## src/rtl/pw_frame_rx.sv

```systemverilog
module pw_frame_rx #(
  parameter int THRESH  = 9,
  parameter int TIMEOUT = 24,
  parameter int DEPTH   = 16
) (
  input  logic                     clk,
  input  logic                     rst_n,
  input  logic                     go,
  input  logic                     line,
  input  logic [7:0]               node_id,
  output logic                     wr_en,
  output logic [$clog2(DEPTH)-1:0] wr_addr,
  output logic [7:0]               wr_data,
  output logic                     done,
  output logic [1:0]               err_code,
  output logic [4:0]               data_cnt,
  output logic                     bcast
);
  localparam int AW = $clog2(DEPTH);
  localparam int CW = $clog2(TIMEOUT + 1);

  typedef enum logic [1:0] {S_IDLE, S_START, S_LOW, S_HIGH} st_t;
  typedef enum logic [2:0] {P_FLAGS, P_ADDR, P_DATA, P_CRC1, P_CRC2} ph_t;

  st_t          st;
  ph_t          ph;
  logic         l1;
  logic [CW-1:0] cnt;
  logic [2:0]   bitn;
  logic [6:0]   sh;
  logic [15:0]  crc;
  logic [4:0]   len, idx;
  logic         bc;

  logic         bit_v, fb;
  logic [7:0]   byte_v;
  logic [15:0]  crc_nx;
  logic         at_limit;

  assign bit_v    = 32'(cnt) >= THRESH;
  assign byte_v   = {sh, bit_v};
  assign fb       = crc[0] ^ bit_v;
  assign crc_nx   = {1'b0, crc[15:1]} ^ (fb ? 16'hA001 : 16'h0000);
  assign at_limit = cnt == CW'(TIMEOUT);

  always_ff @(posedge clk or negedge rst_n) begin
    if (!rst_n) begin
      st <= S_IDLE;
      ph <= P_FLAGS;
      l1 <= 1'b0;
      cnt <= '0;
      bitn <= '0;
      sh <= '0;
      crc <= '0;
      len <= '0;
      idx <= '0;
      bc <= 1'b0;
      wr_en <= 1'b0;
      wr_addr <= '0;
      wr_data <= '0;
      done <= 1'b0;
      err_code <= '0;
      data_cnt <= '0;
      bcast <= 1'b0;
    end else begin
      l1 <= line;
      wr_en <= 1'b0;
      done <= 1'b0;
      case (st)
        S_IDLE: if (go) begin
          st <= S_START;
          ph <= P_FLAGS;
          bitn <= '0;
          crc <= '0;
        end
        S_START: if (!l1) begin
          st <= S_LOW;
          cnt <= CW'(1);
        end
        S_LOW: begin
          if (l1) begin
            st <= S_HIGH;
            cnt <= CW'(1);
          end else if (at_limit) st <= S_IDLE;
          else cnt <= cnt + 1'b1;
        end
        S_HIGH: begin
          if (l1) begin
            if (at_limit) st <= S_IDLE;
            else cnt <= cnt + 1'b1;
          end else begin
            st <= S_LOW;
            cnt <= CW'(1);
            sh <= byte_v[6:0];
            crc <= crc_nx;
            bitn <= bitn + 3'd1;
            if (bitn == 3'd7) begin
              case (ph)
                P_FLAGS: begin
                  len <= byte_v[4:0];
                  if (byte_v[7:6] == 2'b00) st <= S_IDLE;
                  else if (32'(byte_v[4:0]) + 1 > DEPTH) begin
                    st <= S_IDLE;
                    done <= 1'b1;
                    err_code <= 2'd2;
                    data_cnt <= byte_v[4:0];
                    bcast <= 1'b0;
                  end else ph <= P_ADDR;
                end
                P_ADDR: begin
                  idx <= '0;
                  if (byte_v == node_id) begin
                    bc <= 1'b0;
                    ph <= P_DATA;
                  end else if (byte_v == 8'hFF) begin
                    bc <= 1'b1;
                    ph <= P_DATA;
                  end else begin
                    st <= S_IDLE;
                    done <= 1'b1;
                    err_code <= 2'd1;
                    data_cnt <= len;
                    bcast <= 1'b0;
                  end
                end
                P_DATA: begin
                  wr_en <= 1'b1;
                  wr_addr <= idx[AW-1:0];
                  wr_data <= byte_v;
                  idx <= idx + 5'd1;
                  if (idx == len) ph <= P_CRC1;
                end
                P_CRC1: ph <= P_CRC2;
                default: begin
                  st <= S_IDLE;
                  done <= 1'b1;
                  err_code <= (crc_nx != 16'h0000) ? 2'd3 : 2'd0;
                  data_cnt <= len;
                  bcast <= bc;
                end
              endcase
            end
          end
        end
        default: st <= S_IDLE;
      endcase
    end
  end
endmodule

```

## config.mk

```make
export PLATFORM = sky130hd
export DESIGN_NAME = pw_frame_rx
export DESIGN_NICKNAME = d
export VERILOG_FILES = /design/src/rtl/pw_frame_rx.sv
export SDC_FILE = /design/constraint.sdc
export NUM_CORES = 1
export LEC_CHECK = 0
export BUFFER_PORTS_ARGS = -buffer_cell sky130_fd_sc_hd__buf_2
export CELL_PAD_IN_SITES_DETAIL_PLACEMENT = 1
export CELL_PAD_IN_SITES_GLOBAL_PLACEMENT = 1
export CORE_MARGIN = 5
export CORE_UTILIZATION = 25
export CTS_CLUSTER_DIAMETER = 30
export DETAILED_ROUTE_END_ITERATION = 16
export GPL_TIMING_DRIVEN = 1
export PLACE_DENSITY = 0.59
export SYNTH_ARGS = -nofsm -noshare
export SYNTH_HDL_FRONTEND = slang
export SYNTH_SLANG_ARGS = --single-unit
export TNS_END_PERCENT = 100
```

## constraint.sdc

```tcl
create_clock -name clk -period 6.8 [get_ports clk]
set_input_delay 1.36 -clock clk [delete_from_list [all_inputs] [get_ports clk]]
set_output_delay 1.36 -clock clk [all_outputs]
set_load 0.01 [all_outputs]
```

==> flow_metrics.env <==
export IMPL_run_status="finished clean"
export IMPL_maxSlewHeadroom_pct=19.3
export IMPL_routed_wl_um=8320
export IMPL_drc=0
export IMPL_synth_edf_count=0
export IMPL_die_area_um2=16300
export IMPL_avgSynthCellArea_um2=10.5
export IMPL_grt_pass1_wl_um=14200
export IMPL_holdWs_ns=0.470
export IMPL_vias_per_cell=4.72
export IMPL_grt_max_degree=71
export IMPL_crit_slowest_cell="nor2_1"
export IMPL_post_cts_resized=0
export IMPL_setup_tns_ns=0
export IMPL_startpoint_type="flop"
export IMPL_cts_tree="yes"
export IMPL_final_layout_size_suffix_gt1_share_pct=20.5
export IMPL_power_switching_mw=0.442
export IMPL_antenna_left=0
export IMPL_power_density_nw_per_um2=317
export IMPL_worstSkewPairLatency_ns=0.33
export IMPL_tightestPinTransition_ns=1.21
export IMPL_slowest_delay_ns=1.03
export IMPL_fin_skew_ns=0.0103
export IMPL_slew_viol_final=0
export IMPL_end_kind="flop"
export IMPL_hold_end="wr_addr[3]"
export IMPL_initial_core_util_pct=25.2
export IMPL_grt_pass1_vias=2726
export IMPL_drv_cap=0
export IMPL_ys_async_sr_fraction_pct=100
export IMPL_post_drt_wl_per_cell_um=15.2
export IMPL_core_area_um2=13700
export IMPL_hp_class="reg2reg"
export IMPL_ys_ff_latch=70
export IMPL_postCtsSetupBuffers=0
export IMPL_crit_type="reg2reg"
export IMPL_hold_depth=2
export IMPL_worstPathRequired_ns=7.06
export IMPL_grtUsageTotal_pct=10.9
export IMPL_synth_cells=328
export IMPL_io_pins=34
export IMPL_crit_chain="ha_1 -> nand2b_1 -> nor2_1 -> a21oi_1 -> mux2i_1"
export IMPL_rsz0062_at_grt="false"
export IMPL_dr_pass1_iters=4
export IMPL_vias=2577
export IMPL_drt_iter0_drc=236
export IMPL_worst_r2r_setup_slack_ns=3.98
export IMPL_ff2ff_path_depth=5
export IMPL_yosysWarnings=0
export IMPL_max_freq_ghz=0.354
export IMPL_cts_clk_slew_worst_paths_ns=0.07
export IMPL_reg2reg_to="crc[0]"
export IMPL_ys_seq_area_share_pct=50.7
export IMPL_gr_total_overflow=0
export IMPL_cts_sinks=70
export IMPL_h_tree_depth=3
export IMPL_p_int_mw=0.856
export IMPL_die_h_um=128
export IMPL_holdBufCountCts=0
export IMPL_timing_rr_start="st[1]"
export IMPL_portBuffers=33
export IMPL_arrival_ns=3.08
export IMPL_rows=43
export IMPL_p_clk_share_pct=37.0
export IMPL_irDropWorstVdd_mv=0.141
export IMPL_finalSetupViolCount=0
export IMPL_insertedDiodeCount=0
export IMPL_die_x_um=128
export IMPL_crit_fanout=19
export IMPL_cts_root_buf="clkbuf_16"
export IMPL_syn_num_nets=351
export IMPL_nNetsFinal=384
export IMPL_cts_buffer_depth=2
export IMPL_p_leak_nw=1.99
export IMPL_finalHoldViolations=0
export IMPL_syn_area_um2=3450
export IMPL_synthDistinctLibCells=49
export IMPL_min_period_over_period_pct=41.5
export IMPL_swShare_pct=34.1
export IMPL_power_frac_comb_pct=25.3
export IMPL_period_needed_ns=2.82
export IMPL_syn_to_final_growth_pct=18.7
export IMPL_antenna_found_initial=0
export IMPL_min_from="wr_addr[3]"
export IMPL_cts_made_buffers=9
export IMPL_synth_ff_type="dfrtp_1"
export IMPL_pwr_share_seq_pct=37.7
export IMPL_hpwl_um=5720
export IMPL_place_congestion=0.738
[power groups by stage]
stage / sequential [mW] / clock, mW / combinational (mW)
after floorplan: 0.473 / 0 / 0.264
after global placement: 0.494 / 0 / 0.319
after detailed placement: 0.496 / 0 / 0.329
after CTS: 0.488 / 0.495 / 0.333
after global routing: 0.495 / 0.514 / 0.375
final: 0.489 / 0.480 / 0.328
[worst max path at each step]
stage                        to        from  cells past startpoint  slack [ns]
finish                   crc[0]       st[1]                      5        3.98
global placement    data_cnt[0]  node_id[0]                      5        3.75
CTS                      crc[0]       st[1]                      5        3.91
floorplan                 bcast  node_id[0]                      5        4.02
global route             crc[0]       st[1]                      5        3.65
detailed placement        bcast  node_id[0]                      5        3.70
[through the flow]
step	power [mW]	area [um^2]	setup slack, ns	cells	util, %
after floorplan	0.737	3450	4.02	328	-
after global placement	0.813	3790	3.75	530	27.6
after detailed placement	0.825	3790	3.70	530	27.6
after CTS	1.32	4100	3.91	546	29.9
after global routing	1.38	4100	3.65	546	29.9
final	1.30	4100	3.98	546	29.9
[worst max-delay path: cells and delay by family (launching register included)]
family	cells	cell delay [ns]
compound gates	1	0.14
mux	1	0.18
flops	1	0.44
simple gates	2	1.44
fa+ha+maj	1	0.55
[per-layer routing]
metal | up-vias | wire [um] | global-route usage (%)
li1 | 1237 | - | -
met1 | 1297 | 3850 | 13.9
met2 | 35 | 4100 | 18.3
met3 | 8 | 279 | 2.30
met4 | 0 | 93 | 3.60
met5 | - | 0 | 0
[area by class of cell]
cell class                 count  area [um^2]
tap                          180          225
clock inverter                 7         81.3
timing repair buffer          35          180
fill                        1553         9620
sequential                    70         1750
multi-input combinational    232         1590
clock buffer                   9          225
inverter                      13         48.8
[placed cells by master (no fill, tap or decap), drive strengths merged, types with 13 or more instances in the layout]
cell	Yosys	final
inv	13	15
dfrtp	70	70
buf	3	35
mux2	16	16
o21ai	24	24
nand2	50	50
nor2	14	14
a21oi	13	13
a22o	20	20
[cells in the mapped netlist, types with 2 or more instances]
cell type / count / share of area (%)
o21ai_1: 2 / 0.29
mux2i_1: 5 / 1.4
nor2b_1: 3 / 0.54
xor2_1: 5 / 1.3
buf_6: 2 / 0.65
mux2_4: 6 / 2.6
a21o_1: 2 / 0.43
o21bai_1: 2 / 0.43
a22o_1: 20 / 5.1
nor3_1: 9 / 1.3
xnor2_1: 11 / 2.8
nor2_1: 13 / 1.4
ha_1: 11 / 4.0
inv_1: 13 / 1.4
a21oi_1: 13 / 1.9
or3_1: 2 / 0.36
nand2b_1: 2 / 0.36
a31oi_1: 2 / 0.36
dfrtp_1: 70 / 51
o21ai_0: 22 / 3.2
clkbuf_1: 9 / 0.98
nand3_1: 6 / 0.87
nand4_1: 7 / 1.3
nor4_1: 5 / 0.91
mux2_2: 10 / 3.3
o21a_1: 2 / 0.43
nand2_1: 50 / 5.4
a211oi_1: 3 / 0.65
[kinds of logic after synthesis]
logic type               count (synthesis)  synth area share [%]
AO/OA/AOI/OAI                           79                  16.2
XOR/XNOR                                16                  4.06
adder cells (fa/ha/maj)                 11                  3.99
buffers and inverters                   26                  3.33
flip-flops                              70                  50.7
multiplexers                            21                  7.32
AND/OR/NAND/NOR                        105                  14.4
[state kept, by name, indices dropped and copies added (netlist names), 4 cells and up]
signal / count
idx: 5
cnt: 5
data_cnt: 5
sh: 7
wr_data: 8
crc: 16
len: 5
wr_addr: 4
(Power assumes the default switching activity.)
